**src/rtl/sdram_pwr_pkg.sv**
```systemverilog
package sdram_pwr_pkg;
  typedef struct packed {
    logic idleNow;     // interface idle and nothing pending
    logic loadClkCfg;  // sample the clock-disable request
    logic latClear;    // controller idle: restart latency count
    logic latStep;     // controller active: advance latency count
  } pwrStrobes_t;
endpackage

```
**src/rtl/sdram_pwr_ctrl.sv**
```systemverilog
module sdram_pwr_ctrl
  import sdram_pwr_pkg::*;
(
  input  logic        ifIdle,
  input  logic        cmdPending,
  input  logic        ctrlIdle,
  output pwrStrobes_t strobes
);
  always_comb begin
    strobes.idleNow    = ifIdle && !cmdPending;
    strobes.loadClkCfg = ifIdle && !cmdPending;
    strobes.latClear   = ctrlIdle;
    strobes.latStep    = !ctrlIdle;
  end
endmodule

```
**src/rtl/sdram_pwr_dp.sv**
```systemverilog
module sdram_pwr_dp
  import sdram_pwr_pkg::*;
#(
  parameter int LAT_W = 4
) (
  input  logic             clk,
  input  logic             rstN,
  input  pwrStrobes_t      strobes,
  input  logic             cfgPwrDnEn,
  input  logic             cfgExtClkDisReq,
  input  logic             cfgDdrMode,
  input  logic [LAT_W-1:0] cfgInitLat,
  input  logic             cmdPending,
  input  logic             ctrlIdle,
  output logic             cke,
  output logic             extClkEn,
  output logic             stallRelease
);
  localparam logic [LAT_W-1:0] LAT_MAX = {LAT_W{1'b1}};

  logic             clkDisEff;
  logic [LAT_W-1:0] latCnt;
  logic             latDone;

  always_ff @(posedge clk or negedge rstN) begin
    if (!rstN) clkDisEff <= 1'b0;
    else if (strobes.loadClkCfg) clkDisEff <= cfgExtClkDisReq;
  end

  always_ff @(posedge clk or negedge rstN) begin
    if (!rstN) latCnt <= '0;
    else if (strobes.latClear) latCnt <= '0;
    else if (strobes.latStep && latCnt != LAT_MAX) latCnt <= latCnt + 1'b1;
  end

  assign latDone = latCnt >= cfgInitLat;

  always_comb begin
    cke          = !(rstN && cfgPwrDnEn && strobes.idleNow);
    extClkEn     = !(rstN && clkDisEff && strobes.idleNow);
    stallRelease = rstN && !ctrlIdle && (!cfgDdrMode || latDone);
  end


  cmd_wake_chk: assert property (@(posedge clk) disable iff (!rstN)
    cmdPending |-> (cke && extClkEn));

  pwrdn_off_chk: assert property (@(posedge clk) disable iff (!rstN)
    !cfgPwrDnEn |-> cke);

  clk_cfg_hold_chk: assert property (@(posedge clk) disable iff (!rstN)
    !$past(strobes.loadClkCfg) |-> $stable(clkDisEff));

  sdr_release_chk: assert property (@(posedge clk) disable iff (!rstN)
    (!cfgDdrMode && !ctrlIdle) |-> stallRelease);

  idle_block_chk: assert property (@(posedge clk) disable iff (!rstN)
    ctrlIdle |-> !stallRelease);

  lat_sat_chk: assert property (@(posedge clk) disable iff (!rstN)
    (latCnt == LAT_MAX && !ctrlIdle) |=> (latCnt == LAT_MAX || $past(ctrlIdle)));
endmodule

```
**src/rtl/sdram_pwr_seq.sv**
```systemverilog
module sdram_pwr_seq
  import sdram_pwr_pkg::*;
#(
  parameter int LAT_W = 4
) (
  input  logic             clk,
  input  logic             rstN,
  input  logic             cfgPwrDnEn,
  input  logic             cfgExtClkDisReq,
  input  logic             cfgDdrMode,
  input  logic [LAT_W-1:0] cfgInitLat,
  input  logic             ifIdle,
  input  logic             cmdPending,
  input  logic             ctrlIdle,
  output logic             cke,
  output logic             extClkEn,
  output logic             stallRelease
);
  pwrStrobes_t strobes;

  sdram_pwr_ctrl u_ctrl (
    .ifIdle(ifIdle), .cmdPending(cmdPending), .ctrlIdle(ctrlIdle), .strobes(strobes)
  );

  sdram_pwr_dp #(.LAT_W(LAT_W)) u_dp (
    .clk(clk), .rstN(rstN), .strobes(strobes),
    .cfgPwrDnEn(cfgPwrDnEn), .cfgExtClkDisReq(cfgExtClkDisReq),
    .cfgDdrMode(cfgDdrMode), .cfgInitLat(cfgInitLat),
    .cmdPending(cmdPending), .ctrlIdle(ctrlIdle),
    .cke(cke), .extClkEn(extClkEn), .stallRelease(stallRelease)
  );
endmodule

```
**config.mk**
```make
export PLATFORM = sky130hd
export DESIGN_NAME = sdram_pwr_seq
export DESIGN_NICKNAME = d
export VERILOG_FILES = /design/src/rtl/sdram_pwr_pkg.sv /design/src/rtl/sdram_pwr_ctrl.sv /design/src/rtl/sdram_pwr_dp.sv /design/src/rtl/sdram_pwr_seq.sv
export SDC_FILE = /design/constraint.sdc
export NUM_CORES = 1
export LEC_CHECK = 0
export BUFFER_PORTS_ARGS = -buffer_cell sky130_fd_sc_hd__clkbuf_2
export CAP_MARGIN = 5
export CORE_MARGIN = 5
export CORE_UTILIZATION = 25
export CTS_CLUSTER_DIAMETER = 150
export CTS_CLUSTER_SIZE = 12
export DETAILED_ROUTE_END_ITERATION = 7
export PLACE_DENSITY = 0.59
export SLEW_MARGIN = 20
export SYNTH_ARGS = -nofsm -noshare
export SYNTH_HDL_FRONTEND = slang
export SYNTH_SLANG_ARGS = --single-unit
export TNS_END_PERCENT = 50
```
**constraint.sdc**
```tcl
create_clock -name clk -period 1.1 [get_ports clk]
set_input_delay 0.055 -clock clk [delete_from_list [all_inputs] [get_ports clk]]
set_output_delay 0.055 -clock clk [all_outputs]
set_load 0.02 [all_outputs]
```
==> summary.md <==
| Metric | Value |
|---|---|
| Area grow syn2layout | 66.1% |
| Period minus WS final | ~1.6 ns |
| Status | complete, but fails checks |
| Dpl cell area | 478 µm² |
| Via density | between 4 and 5 |
| IO Count | 15 |
| Die ar. | between 2000 and 2500 µm² |
| Critical Path End Type | output port |
| RePlAce Congestion | 0.788 |
| Syn avg cell area | 9.22 µm² |
| Antenna Violating Nets Remaining | 0 |
| Hold WC Path Type | input pin to flop |
| Hold path depth | 2 |
| WP buf/inv | 1 |
| Synthesized area | 350 µm² |
| Sequential-to-total area share from yosys stat | 0.357 |
| Share of layout cells above drive strength 1 | 0.492 |
| 1st-iter DRT viols | 2 |
| Setup violators final | 5 |
| Hold EP | u_dp.latCnt[1] |
| Die extent in x | ~47 µm |
| Row count | 13 |
| Syn. warnings | 0 |
| Critical R2R Launch | u_dp.latCnt[1] |
| Gr usage total | 0.0955 |
| Worst Reg-to-Reg Cells | 6 |
| FMAX | approximately 630 MHz |
| Rel. slew slack | 0.837 |
| Synthesized flop and latch total | 5 |
| Crit path kind | flop to output port |
| Leak pwr | between 0.2 and 0.3 nW |
| Worst Tran Pin Value | approximately 0.24 ns |
| CP startpoint kind | flop |
| Clock Latency Late Sink | 0.24 ns |
| Failing checks | setup timing |
| Via count | approximately 350 |
| WL final | 863 µm |
| Setup WS post-layout | -0.488 ns |
| Peak VDD IR | around 0.51 mV |
| Core Area | 1320 µm² |
| Fillers | about 140 |
| Largest net degree at the start of global routing | 8 |
| Final net count | 81 |
| H-tree level count | 1 |
| Worst path cell trace | ha_1, o211ai_1, o2111ai_1, and3b_2, buf_6 |
| Cell family with the largest share of critical-path delay | flip-flops |
| Fin. Hold Viols | 0 |
| Final std cell area, no fill | around 580 µm² |
| # diodes | 0 |
| Non-Filler Instances | 78 |
| CP max stage delay | ~0.38 ns |
| CTS buffer count | 3 |
| PD cells | 992 nW/µm² |
| Worst Path Required | about 1.0 ns |
| DRT Pass-1 Iters | 2 |
| Worst hold path startpoint | ctrlIdle |
| Data arrival time of the critical path | ~1.5 ns |
| DP Wirelength | slightly above 600 µm |
| CTS tree | built |
| Initial antenna violation count | 0 |
| Most frequent cells in the layout | clkbuf_2 (13), inv_1 (5), buf_4 (5), dfrtp_1 (5) |
| Terminus of the critical flop-to-flop path | u_dp.latCnt[1] |
| Placed insts | between 70 and 80 |
| Die height | 47.4 µm |
| CP Max Fanout | 2 |
| Initial Util | 0.266 |
| Worst clock skew | approximately 0.00016 ns |
| Max-Cap Viols | 0 |
| Clk sinks | 5 |
| Global-route wire length before repair | 1390 µm |
| CP max-delay cell | dfrtp_1 |
| Root buffer cell | clkbuf_4 |
| Syn Nets | 55 |
| Clk pin slew, worst setup/hold paths | around 0.050 ns |
| Vias in the first global route | ~370 |
| Synth cell types | 18 |
| Clock Tree Buf Depth | 2 |
| GRT Residual Overflow | 0 |
| Max-slew violations | 0 |
| Fin util | 0.442 |
| Synthesized instance count | 38 |
| R2r setup slk | -0.16 ns |
| Drc violations | 0 |
| Most common cell after layout, fill and taps aside | clkbuf_2 |
| # port buffers | 14 |
| Drt wl/cell | around 11 µm |
| Final critical-path share of the clock period | 1.44 |
| RSZ-0062 raised after global routing | yes |
==> cells by family (layout without fill, tap and decap cells) <==
family,Yosys count,in the layout,synth area share
AND/OR/NAND/NOR,17,17,0.261
XOR/XNOR,1,1,0.0250
adder cells (fa/ha/maj),5,5,0.179
flip-flops,5,5,0.357
AO/OA/AOI/OAI,3,3,0.0643
multiplexers,2,2,0.0607
buffers and inverters,5,30,0.0536
==> sequential cells by signal, summed over array words and instances (netlist names) <==
| name | cells |
|---|---|
| u_dp.latCnt | 4 |
| u_dp.clkDisEff | 1 |
==> power by group <==
group          switching [W]  internal, W
logic              0.0000683    0.0000840
registers         0.00000766     0.000199
clock network      0.0000808     0.000138
==> worst register-to-register path: stages (launching register included) <==
cell	delay, ns
dfrtp_1	0.38
buf_4	0.14
buf_6	0.12
ha_4	0.17
nand3_4	0.08
mux2i_1	0.21
nor2_1	0.06
==> synth_stat cells <==
| cell type | n | share of area |
|---|---|---|
| o2111ai_1 | 1 | 0.025 |
| mux2_2 | 1 | 0.032 |
| nor3_1 | 2 | 0.029 |
| ha_1 | 5 | 0.18 |
| inv_1 | 5 | 0.054 |
| nor2b_1 | 1 | 0.018 |
| nand2_1 | 4 | 0.043 |
| nor3b_1 | 1 | 0.021 |
| nor3b_2 | 1 | 0.036 |
| dfrtp_1 | 5 | 0.36 |
| o211ai_1 | 1 | 0.021 |
| nand3_1 | 2 | 0.029 |
| a31oi_1 | 1 | 0.018 |
| and2_1 | 1 | 0.018 |
| mux2i_1 | 1 | 0.029 |
| and3b_1 | 1 | 0.025 |
| xnor2_1 | 1 | 0.025 |
| nor2_1 | 4 | 0.043 |
==> stage by stage <==
| stage | hold WS, ns | setup WS, ns | power [W] | setup TNS (ns) |
|---|---|---|---|---|
| after floorplan | -0.241 | -0.171 | 0.000270 | -0.187 |
| after global placement | -0.106 | -0.247 | 0.000327 | -0.567 |
| after detailed placement | -0.109 | -0.249 | 0.000326 | -0.576 |
| after CTS | -0.372 | -0.522 | 0.000565 | -0.588 |
| after global routing | 0.0468 | -0.562 | 0.000613 | -1.18 |
| final | 0.0261 | -0.488 | 0.000577 | -0.846 |
==> timing repair <==
| item | in CTS | in global routing |
|---|---|---|
| gates cloned | 0 | 0 |
| buffers inserted | 1 | 1 |
| setup endpoints to repair | 5 | 5 |
| gates resized for setup | 5 | 6 |
| endpoints found under the hold margin | 5 | 5 |
| pin swaps | 2 | 7 |
==> how the worst max path moves through the flow <==
stage                     slack (ns)           end      startpoint  cells past startpoint
after CTS                      -0.52  stallRelease  u_dp.latCnt[0]                      6
after global placement         -0.25  stallRelease  u_dp.latCnt[0]                      6
after floorplan                -0.17  stallRelease  u_dp.latCnt[0]                      5
after detailed placement       -0.25  stallRelease  u_dp.latCnt[0]                      6
final                          -0.49  stallRelease  u_dp.latCnt[1]                      5
after global routing           -0.56  stallRelease  u_dp.latCnt[0]                      6
==> layout make-up <==
cell class	instances	area, µm²	share of cell area
repair buffers	21	135	0.232
inverters	5	18.8	0.0323
clock buffers	4	26.3	0.0452
well taps	15	18.8	0.0323
multi-input cells	28	258	0.443
flip-flops and latches	5	125	0.215
==> routing by layer <==
metal	GRT usage	share of wire	vias to the layer above
met5	0	0	-
met4	0.0994	0.012	0
met3	0.0226	0.037	2
met2	0.144	0.51	5
met1	0.105	0.44	161
li1	-	-	183
No activity file was read; power rests on OpenSTA's default activity.
